--- src/rtl/uart9_rx_pkg.sv ---
package uart9_rx_pkg;

    typedef enum logic [2:0] {
        ST_IDLE,
        ST_START,
        ST_DATA,
        ST_STOP,
        ST_WAITHI
    } rx_state_e;

    localparam int unsigned CTL_SHARED = 7;
    localparam int unsigned CTL_MLO    = 6;
    localparam int unsigned CTL_FILT   = 5;
    localparam int unsigned CTL_EN     = 4;
    localparam int unsigned CTL_NINTH  = 2;
    localparam int unsigned CTL_RI     = 0;

endpackage

--- src/rtl/uart9_sync.sv ---
module uart9_sync #(
    parameter int unsigned STAGES = 2
) (
    input  logic clk,
    input  logic rst_n,
    input  logic d_in,
    output logic d_out
);
    logic [STAGES-1:0] sh_d, sh_q;

    always_comb begin
        sh_d = {sh_q[STAGES-2:0], d_in};
    end

    always_ff @(posedge clk or negedge rst_n) begin
        if (!rst_n) sh_q <= '1;
        else        sh_q <= sh_d;
    end

    assign d_out = sh_q[STAGES-1];
endmodule

--- src/rtl/uart9_frame_rx.sv ---
module uart9_frame_rx
    import uart9_rx_pkg::*;
#(
    parameter int unsigned OSR = 16,
    parameter int unsigned DW  = 8
) (
    input  logic          clk,
    input  logic          rst_n,
    input  logic          tick,
    input  logic          rx,
    input  logic          en,
    input  logic          nine,
    output logic          done,
    output logic [DW-1:0] f_byte,
    output logic          f_ninth,
    output logic          f_stop
);
    localparam int unsigned CW   = $clog2(OSR);
    localparam int unsigned IW   = $clog2(DW + 1) + 1;
    localparam logic [CW-1:0] MID  = CW'(OSR / 2 - 1);
    localparam logic [CW-1:0] LAST = CW'(OSR - 1);

    typedef struct packed {
        rx_state_e     st;
        logic [CW-1:0] cnt;
        logic [IW-1:0] idx;
        logic [DW-1:0] sh;
        logic          b9;
        logic          stp;
        logic          done;
    } fr_t;

    fr_t fr_d, fr_q;

    always_comb begin
        fr_d      = fr_q;
        fr_d.done = 1'b0;
        unique case (fr_q.st)
            ST_IDLE: begin
                if (tick && en && !rx) begin
                    fr_d.st  = ST_START;
                    fr_d.cnt = '0;
                end
            end
            ST_START: begin
                if (tick) begin
                    if (fr_q.cnt == MID) begin
                        fr_d.cnt = '0;
                        fr_d.idx = '0;
                        fr_d.st  = rx ? ST_IDLE : ST_DATA;
                    end else begin
                        fr_d.cnt = fr_q.cnt + 1'b1;
                    end
                end
            end
            ST_DATA: begin
                if (tick) begin
                    if (fr_q.cnt == LAST) begin
                        fr_d.cnt = '0;
                        if (fr_q.idx < IW'(DW)) fr_d.sh = {rx, fr_q.sh[DW-1:1]};
                        else                    fr_d.b9 = rx;
                        if ((fr_q.idx == IW'(DW - 1) && !nine) || fr_q.idx == IW'(DW))
                            fr_d.st = ST_STOP;
                        fr_d.idx = fr_q.idx + 1'b1;
                    end else begin
                        fr_d.cnt = fr_q.cnt + 1'b1;
                    end
                end
            end
            ST_STOP: begin
                if (tick) begin
                    if (fr_q.cnt == LAST) begin
                        fr_d.stp  = rx;
                        fr_d.done = 1'b1;
                        fr_d.cnt  = '0;
                        fr_d.st   = rx ? ST_IDLE : ST_WAITHI;
                    end else begin
                        fr_d.cnt = fr_q.cnt + 1'b1;
                    end
                end
            end
            ST_WAITHI: begin
                if (rx) fr_d.st = ST_IDLE;
            end
            default: fr_d.st = ST_IDLE;
        endcase
    end

    always_ff @(posedge clk or negedge rst_n) begin
        if (!rst_n) begin
            fr_q    <= '0;
            fr_q.st <= ST_IDLE;
        end else begin
            fr_q <= fr_d;
        end
    end

    assign done    = fr_q.done;
    assign f_byte  = fr_q.sh;
    assign f_ninth = fr_q.b9;
    assign f_stop  = fr_q.stp;


    done_after_stop_chk: assert property (@(posedge clk) disable iff (!rst_n)
        fr_q.done |-> $past(fr_q.st) == ST_STOP);


    idle_when_off_chk: assert property (@(posedge clk) disable iff (!rst_n)
        (fr_q.st == ST_IDLE && !en) |=> fr_q.st == ST_IDLE);


    wait_high_chk: assert property (@(posedge clk) disable iff (!rst_n)
        (fr_q.st == ST_WAITHI && !rx) |=> fr_q.st == ST_WAITHI);
endmodule

--- src/rtl/uart9_ctl_regs.sv ---
module uart9_ctl_regs
    import uart9_rx_pkg::*;
#(
    parameter int unsigned DW = 8
) (
    input  logic          clk,
    input  logic          rst_n,
    input  logic          we,
    input  logic [7:0]    wdata,
    input  logic          fe_sel,
    input  logic [DW-1:0] own_addr,
    input  logic          done,
    input  logic [DW-1:0] f_byte,
    input  logic          f_ninth,
    input  logic          f_stop,
    output logic          nine_mode,
    output logic          rx_en,
    output logic          ri,
    output logic          fe,
    output logic [DW-1:0] data,
    output logic [7:0]    rdata
);
    typedef struct packed {
        logic          mhi;
        logic          mlo;
        logic          filt;
        logic          en;
        logic          ri;
        logic          fe;
        logic          ninth;
        logic [DW-1:0] data;
    } rg_t;

    rg_t  rg_d, rg_q;
    logic accept_w;
    logic unused_wbits;

    assign unused_wbits = ^{wdata[3:1]};

    always_comb begin
        accept_w = !(rg_q.mhi && rg_q.filt) || (f_ninth && (f_byte == own_addr));
        rg_d = rg_q;
        if (we) begin
            if (fe_sel) rg_d.fe  = wdata[CTL_SHARED];
            else        rg_d.mhi = wdata[CTL_SHARED];
            rg_d.mlo  = wdata[CTL_MLO];
            rg_d.filt = wdata[CTL_FILT];
            rg_d.en   = wdata[CTL_EN];
            rg_d.ri   = wdata[CTL_RI];
        end
        if (done) begin
            if (!f_stop) rg_d.fe = 1'b1;
            if (accept_w) begin
                rg_d.data  = f_byte;
                rg_d.ninth = rg_q.mhi ? f_ninth : f_stop;
                rg_d.ri    = 1'b1;
            end
        end
    end

    always_ff @(posedge clk or negedge rst_n) begin
        if (!rst_n) rg_q <= '0;
        else        rg_q <= rg_d;
    end

    always_comb begin
        rdata             = '0;
        rdata[CTL_SHARED] = fe_sel ? rg_q.fe : rg_q.mhi;
        rdata[CTL_MLO]    = rg_q.mlo;
        rdata[CTL_FILT]   = rg_q.filt;
        rdata[CTL_EN]     = rg_q.en;
        rdata[CTL_NINTH]  = rg_q.ninth;
        rdata[CTL_RI]     = rg_q.ri;
    end

    assign nine_mode = rg_q.mhi;
    assign rx_en     = rg_q.en;
    assign ri        = rg_q.ri;
    assign fe        = rg_q.fe;
    assign data      = rg_q.data;


    drop_keeps_data_chk: assert property (@(posedge clk) disable iff (!rst_n)
        (done && !accept_w) |=> ($stable(rg_q.data) && $stable(rg_q.ninth)));


    fe_sticky_chk: assert property (@(posedge clk) disable iff (!rst_n)
        (rg_q.fe && !(we && fe_sel && !wdata[CTL_SHARED])) |=> rg_q.fe);


    fe_on_bad_stop_chk: assert property (@(posedge clk) disable iff (!rst_n)
        (done && !f_stop) |=> rg_q.fe);


    ri_rise_cause_chk: assert property (@(posedge clk) disable iff (!rst_n)
        $rose(rg_q.ri) |-> $past(done || we));


    mode_kept_chk: assert property (@(posedge clk) disable iff (!rst_n)
        (we && fe_sel) |=> $stable(rg_q.mhi));
endmodule

--- src/rtl/uart9_rx_filter.sv ---
module uart9_rx_filter #(
    parameter int unsigned OSR         = 16,
    parameter int unsigned DW          = 8,
    parameter int unsigned SYNC_STAGES = 2
) (
    input  logic          clk,
    input  logic          rst_n,
    input  logic          os_tick,
    input  logic          rxd_in,
    input  logic          ctl_we,
    input  logic [7:0]    ctl_wdata,
    input  logic          fe_view,
    input  logic [DW-1:0] own_addr,
    output logic [7:0]    ctl_rdata,
    output logic [DW-1:0] rx_byte,
    output logic          rx_irq,
    output logic          frame_err
);
    logic          rx_s;
    logic          done_w, ninth_w, stop_w, nine_w, en_w;
    logic [DW-1:0] byte_w;

    uart9_sync #(.STAGES(SYNC_STAGES)) sync_i (
        .clk(clk), .rst_n(rst_n), .d_in(rxd_in), .d_out(rx_s)
    );

    uart9_frame_rx #(.OSR(OSR), .DW(DW)) frame_i (
        .clk(clk), .rst_n(rst_n), .tick(os_tick), .rx(rx_s), .en(en_w),
        .nine(nine_w), .done(done_w), .f_byte(byte_w), .f_ninth(ninth_w),
        .f_stop(stop_w)
    );

    uart9_ctl_regs #(.DW(DW)) regs_i (
        .clk(clk), .rst_n(rst_n), .we(ctl_we), .wdata(ctl_wdata),
        .fe_sel(fe_view), .own_addr(own_addr), .done(done_w),
        .f_byte(byte_w), .f_ninth(ninth_w), .f_stop(stop_w),
        .nine_mode(nine_w), .rx_en(en_w), .ri(rx_irq), .fe(frame_err),
        .data(rx_byte), .rdata(ctl_rdata)
    );
endmodule

--- config.mk ---
export PLATFORM = sky130hd
export DESIGN_NAME = uart9_rx_filter
export DESIGN_NICKNAME = d
export VERILOG_FILES = /design/src/rtl/uart9_rx_pkg.sv /design/src/rtl/uart9_sync.sv /design/src/rtl/uart9_frame_rx.sv /design/src/rtl/uart9_ctl_regs.sv /design/src/rtl/uart9_rx_filter.sv
export SDC_FILE = /design/constraint.sdc
export NUM_CORES = 1
export LEC_CHECK = 0
export ABC_AREA = 1
export BUFFER_PORTS_ARGS = -buffer_cell sky130_fd_sc_hd__buf_2
export CORE_UTILIZATION = 25
export CTS_BUF_LIST = sky130_fd_sc_hd__clkbuf_4 sky130_fd_sc_hd__clkbuf_8
export DETAILED_ROUTE_END_ITERATION = 6
export GPL_TIMING_DRIVEN = 0
export PLACE_DENSITY = 0.5
export SYNTH_ARGS = -nofsm -noshare
export SYNTH_HDL_FRONTEND = slang
export SYNTH_SLANG_ARGS = --single-unit
--- constraint.sdc ---
create_clock -name clk -period 1.8 [get_ports clk]
set_clock_uncertainty 0.15 [all_clocks]
set_input_delay 0 -clock clk [delete_from_list [all_inputs] [get_ports clk]]
set_output_delay 0 -clock clk [all_outputs]
set_load 0.02 [all_outputs]
=== Word-level counts from Yosys, hierarchy flattened ===
Cells that the tools add are included.

* Bits in registers: 40
* Input bits: 22
* Output and inout port bits: 18
* Word-level logic and storage cells: 91

* Add/subtract/negate cells: 2
* $lt $le $gt $ge: 1
* Equal/unequal tests: 18
* Muxes and demuxes: 31
* Bitwise gates (word level): 2
* Reduce and logical (&&, ||, !) cells: 21

{| class="wikitable"
|+ Operator list
! cell !! number
|-
| 21-bit two-way mux || 1
|-
| 3-bit two-way mux || 6
|-
| 4-bit one-hot mux with 4 select lines || 1
|-
| 3-bit one-hot mux with 5 select lines || 1
|-
| 14-bit two-way mux || 1
|-
| 7-bit two-way mux || 2
|-
| 12-bit two-way mux || 1
|-
| 11-bit two-way mux || 1
|-
| 2-bit by 1-bit != test with 1-bit output (second input constant) || 5
|-
| 5-bit one-hot mux with 2 select lines || 1
|-
| 5-bit AND reduction || 2
|-
| 1-bit two-way mux || 9
|-
| 9-bit two-way mux || 1
|-
| 9-bit AND reduction || 1
|-
| 8-bit equality test || 1
|-
| 4-bit two-way mux || 2
|-
| 8-bit two-way mux || 1
|-
| 2-bit != test (second input constant) || 4
|-
| 4-bit AND reduction || 2
|-
| 3-bit by 2-bit equality test with 1-bit output (second input constant) || 2
|-
| 5-bit by 1-bit adder with 5-bit output (second input constant) || 1
|-
| 5-bit by 3-bit equality test with 1-bit output (second input constant) || 1
|-
| 5-bit by 4-bit equality test with 1-bit output (second input constant) || 1
|-
| 1-bit logical AND || 5
|-
| other kinds (16) || 22
|}

=== Longest topological paths before layout ===
* Depth after elaboration: 7
* Gate-level depth with buffers: 11
* Mapped depth without buffers: 11

=== Hierarchy ===
Synthesis repeated with hierarchy kept, for this count alone.

* Cells, all modules: 302
* Area, all modules: 2,328.5 µm²

{| class="wikitable"
|+ Modules (own cells, without submodules)
! module !! times used !! cells each !! area an instance (µm²)
|-
| uart9_frame_rx || 1 || 190 || 1,438.9
|-
| uart9_ctl_regs || 1 || 110 || 837.1
|-
| uart9_sync || 1 || 2 || 52.6
|}

=== Worst setup path before layout ===
OpenSTA, ideal clock, no wires.

* Kind: reg-to-reg
* Start point: register frame_i.fr_q[20] (netlist name)
* End point: register frame_i.fr_q (netlist bit frame_i.f_byte[2])
* Library setup time: 119 ps
* Arrival time: 1,287 ps
* Required time: 1,531 ps
* Setup slack: 244 ps
* Cell stages (with the launch flop): 8
* Path buffers: 1
* Cells stage by stage: dfrtp_1 nor3_4 nand2_4 nor2_4 nand2_4 buf_6 nand2_1 o21ai_2

* Cells in the longest elaborated chain, start to end: 2

{| class="wikitable"
|+ RTL lines
! element !! line !! RTL
|-
| from (decl) || uart9_frame_rx.sv:33 || <nowiki>fr_t fr_d, fr_q;</nowiki>
|-
| from (signal assigned) || uart9_frame_rx.sv:94 || <nowiki>fr_q <= fr_d;</nowiki>
|-
| 3-bit by 2-bit equality test with 1-bit output || uart9_frame_rx.sv:38 || <nowiki>unique case (fr_q.st)</nowiki>
|-
| 4-bit AND reduction (no line) || - ||
|}

Every way passes these cells.
A chain may end at the register's enable or synchronous reset.

=== Worst setup path in the final report ===
* Start point: register frame_i.fr_q[16] (netlist name)
* End point: register frame_i.fr_q[13] (netlist name)

* Cells in the longest elaborated chain, start to end: 3
* Elaborated cells between the ends (all ways): 5
* Those cells by class: eq/ne (4); reduce/logical (1)

{| class="wikitable"
|+ RTL lines
! element !! line
|-
| 4-bit equality test / 4-bit by 3-bit equality test with 1-bit output (equally long branches) || uart9_frame_rx.sv:58, uart9_frame_rx.sv:47
|-
| 2-bit by 1-bit != test with 1-bit output (no line) || -
|-
| 5-bit AND reduction (no line) * || -
|}

Mark *: on every way between the ends. The rest lies on a longest branch, timed or not.

==> impl_metrics.json <==
{
  "synth_area_leaders": "dfrtp_1 45%, nand2_1 14%, inv_1 6.9%",
  "yosysTopAreaCell": "dfrtp_1",
  "dieHeight_um": 93.9,
  "slowest_delay_ps": 370,
  "grt_pass1_wl_um": 7950,
  "cellPowerDensity_nw_per_um2": 821,
  "postPlaceCellArea_sq_um": 2410,
  "async_reset_ff_share_pct": 100,
  "clkSinkCount": 40,
  "hold_violations": 0,
  "die_w_um": 93.9,
  "synth_top_area_share_pct": 45.1,
  "yosys.area_share.xor_xnor_pct": 1.66,
  "routed_wl_um": 4520,
  "yosys.area_share.simple_pct": 29.4,
  "place_hpwl_um": 3300,
  "crit_type": "flip-flop to flip-flop",
  "yosys-top-cells-count": "76 x nand2_1, 39 x inv_1, 38 x dfrtp_1, 27 x nand3_1, 20 x nor2_1",
  "synth_top_family_by_area": "simple AND/OR/NAND/NOR gates",
  "worstPathRequired_ps": 1840,
  "finalCriticalPeriod_ps": 1700,
  "grt_overflow": 0,
  "cts_tree": "built",
  "crit_top_cell": "nand2_2",
  "yosys_warnings": 0,
  "synth-edff-count": 0,
  "hold_slack_ps": 191,
  "ant_nets": 0,
  "antenna_found_initial": 0,
  "leakage_nw": 1.43,
  "layout.cells.non_filler": 432,
  "peakVddDrop_uv": 345,
  "postLayoutCoreUtil_pct": 33.1,
  "clock_latency_ps": 290,
  "synth_seq_area_share_pct": 47.5,
  "synth_compound_area_share_pct": 10.0,
  "synth.most_common_cell": "nand2_1",
  "dp.cells": 406,
  "grt_use_total_pct": 11.5,
  "max-cap-violations": 0,
  "rsz0062_at_grt": "false",
  "clockBufferDepth": 2,
  "design_area_sq_um": 2700,
  "clk_pin_slew_ps": 80,
  "endpoint_kind": "flip-flop",
  "area_growth_pct": 28.0,
  "avgViaCountPerCell": 4.24,
  "start_util_pct": 25.8,
  "fin_nets": 351,
  "synth_top_flop_cell": "dfrtp_1",
  "netlist_area_sq_um": 2110,
  "cts_htree_levels": 2,
  "worst_path_max_delay_cell": "dfrtp_1",
  "port_buffers": 33,
  "grt_pass1_vias": 1743,
  "num_rows": 33,
  "die-area_sq_um": 8810,
  "numCtsBuffers": 5,
  "synth-seq-cells": 40,
  "crit_fanout": 8,
  "cp_data_arrival_time_ps": 1740,
  "layout-drive-gt1-share_pct": 22.9,
  "synth.avg_cell_area_sq_um": 7.91,
  "drt_iter0_markers": 61,
  "crit_chain": "ha_2 > nand2_2 > inv_2 > nand2_4 > nand2_1 > nand2_2 > nor3_4 > and2_1 > nor2_1",
  "drc_errors": 0,
  "drt_first_pass_iters": 4,
  "via_count": 1833,
  "hold_path.class": "input pin to flip-flop",
  "synth_mux_area_share_pct": 0,
  "io_pins": 40,
  "netlist_instances": 267,
  "total_power_mw": 2.22,
  "slew_violations": 0,
  "startpoint_type": "flip-flop",
  "antenna_cells": 0,
  "core_sq_um": 8180,
  "relSlewSlack_pct": 39.5,
  "tightest_slew_ps": 907,
  "place_congestion": 0.824,
  "avgRoutedWirePerCell_um": 10.5,
  "synthAdderAreaFrac_pct": 1.78,
  "status": "finished clean",
  "period_share_pct": 94.7,
  "grt_max_degree": 41,
  "clock.fmax_ghz": 0.587,
  "root_buffer": "clkbuf_8",
  "setup_viol": 0,
  "yosysUniqueCellTypes": 29
}
## power by group
part	leakage [nW]	internal, mW	switching [mW]
logic	0.863	0.234	0.356
clock network	0.0479	0.271	0.329
registers	0.524	0.964	0.0644
## metrics by stage
stage / setup slack (ps) / TNS [ps]
after floorplan: 244 / 0
after global placement: -8.25 / -8.25
after detailed placement: 19.9 / 0
after CTS: 51.7 / 0
after global routing: 2.58 / 0
final: 95.8 / 0
## routing by layer
metal | vias up | track usage (%) | routed length (um)
li1 | 960 | - | -
met1 | 829 | 15.0 | 2180
met2 | 42 | 18.8 | 2100
met3 | 2 | 3.32 | 223
met4 | 0 | 2.69 | 25
met5 | - | 0 | 0
## final cells by class
| type | instances | area [sq um] |
|---|---|---|
| fill | 877 | 5470 |
| sequential | 40 | 1000 |
| multi-input combinational | 181 | 942 |
| timing repair buffer | 51 | 338 |
| inverter | 40 | 150 |
| tap | 105 | 131 |
| clock buffer | 5 | 68.8 |
| buffer | 7 | 48.8 |
| clock inverter | 3 | 18.8 |
## what timing repair did
item	CTS	global route
gates cloned	0	0
resized for setup	1	9
endpoints found under the hold margin	48	0
hold buffers	15	0
buffers inserted	0	3
setup endpoints to repair	2	17
pin swaps	0	5
## flip-flops by register name (all words and copies together) (netlist names)
register and flops:
frame_i.f_stop 1, regs_i.ri 1, frame_i.fr_q 12, regs_i.nine_mode 1
sync_i.sh_q 2, frame_i.f_ninth 1, regs_i.rx_en 1, regs_i.fe 1
frame_i.f_byte 8, regs_i.rdata 3, regs_i.data 8, frame_i.done 1
## cells in the final DEF, fill, tap and decap left out, types with 2 or more instances in the layout
cell | Yosys | routed
a21oi_2 | 2 | 2
ha_1 | 3 | 2
nand2_4 | 2 | 5
conb_1 | 1 | 2
nand2_2 | 2 | 2
o21ai_2 | 6 | 6
dlygate4sd3_1 | 0 | 15
buf_4 | 4 | 7
nand4_1 | 3 | 3
dfstp_2 | 2 | 2
nand3_1 | 27 | 26
a21oi_1 | 4 | 4
nor3_4 | 2 | 2
inv_1 | 39 | 38
inv_2 | 1 | 2
dfrtp_1 | 38 | 37
nor3_1 | 3 | 3
nand2_1 | 76 | 73
o21ai_0 | 17 | 17
xor2_1 | 4 | 4
a31oi_1 | 2 | 2
nor2_1 | 20 | 20
clkinv_2 | 0 | 2
clkbuf_1 | 2 | 2
buf_2 | 0 | 33
clkbuf_8 | 0 | 5
## critical path, delay by kind of cell (launching register included)
kind          cells  cell delay, ps
simple gates      7             810
flops             1             370
fa+ha+maj         1             200
buf+inv           1              70
## final timing paths
check / startpoint / endpoint / slack (ps) / cells past startpoint
setup reg to reg: frame_i.fr_q[16] / frame_i.fr_q[13] / 100 / 9
setup / recovery: frame_i.fr_q[16] / frame_i.fr_q[13] / 100 / 9
min in group asynchronous: rst_n / regs_i.data[3] / 220 / 2
max in group asynchronous: rst_n / frame_i.fr_q[22] / 660 / 2
hold reg to reg: sync_i.sh_q[0] / sync_i.sh_q[1] / 210 / 0
hold / removal: own_addr[5] / regs_i.data[1] / 190 / 8
## logic make-up after synthesis
group / after synthesis
AND/OR/NAND/NOR: 138
buffers and inverters: 47
flip-flops: 40
AO/OA/AOI/OAI: 34
XOR/XNOR: 4
adder cells (fa/ha/maj): 3
other: 1
No activity file was read; power rests on OpenSTA's default activity.
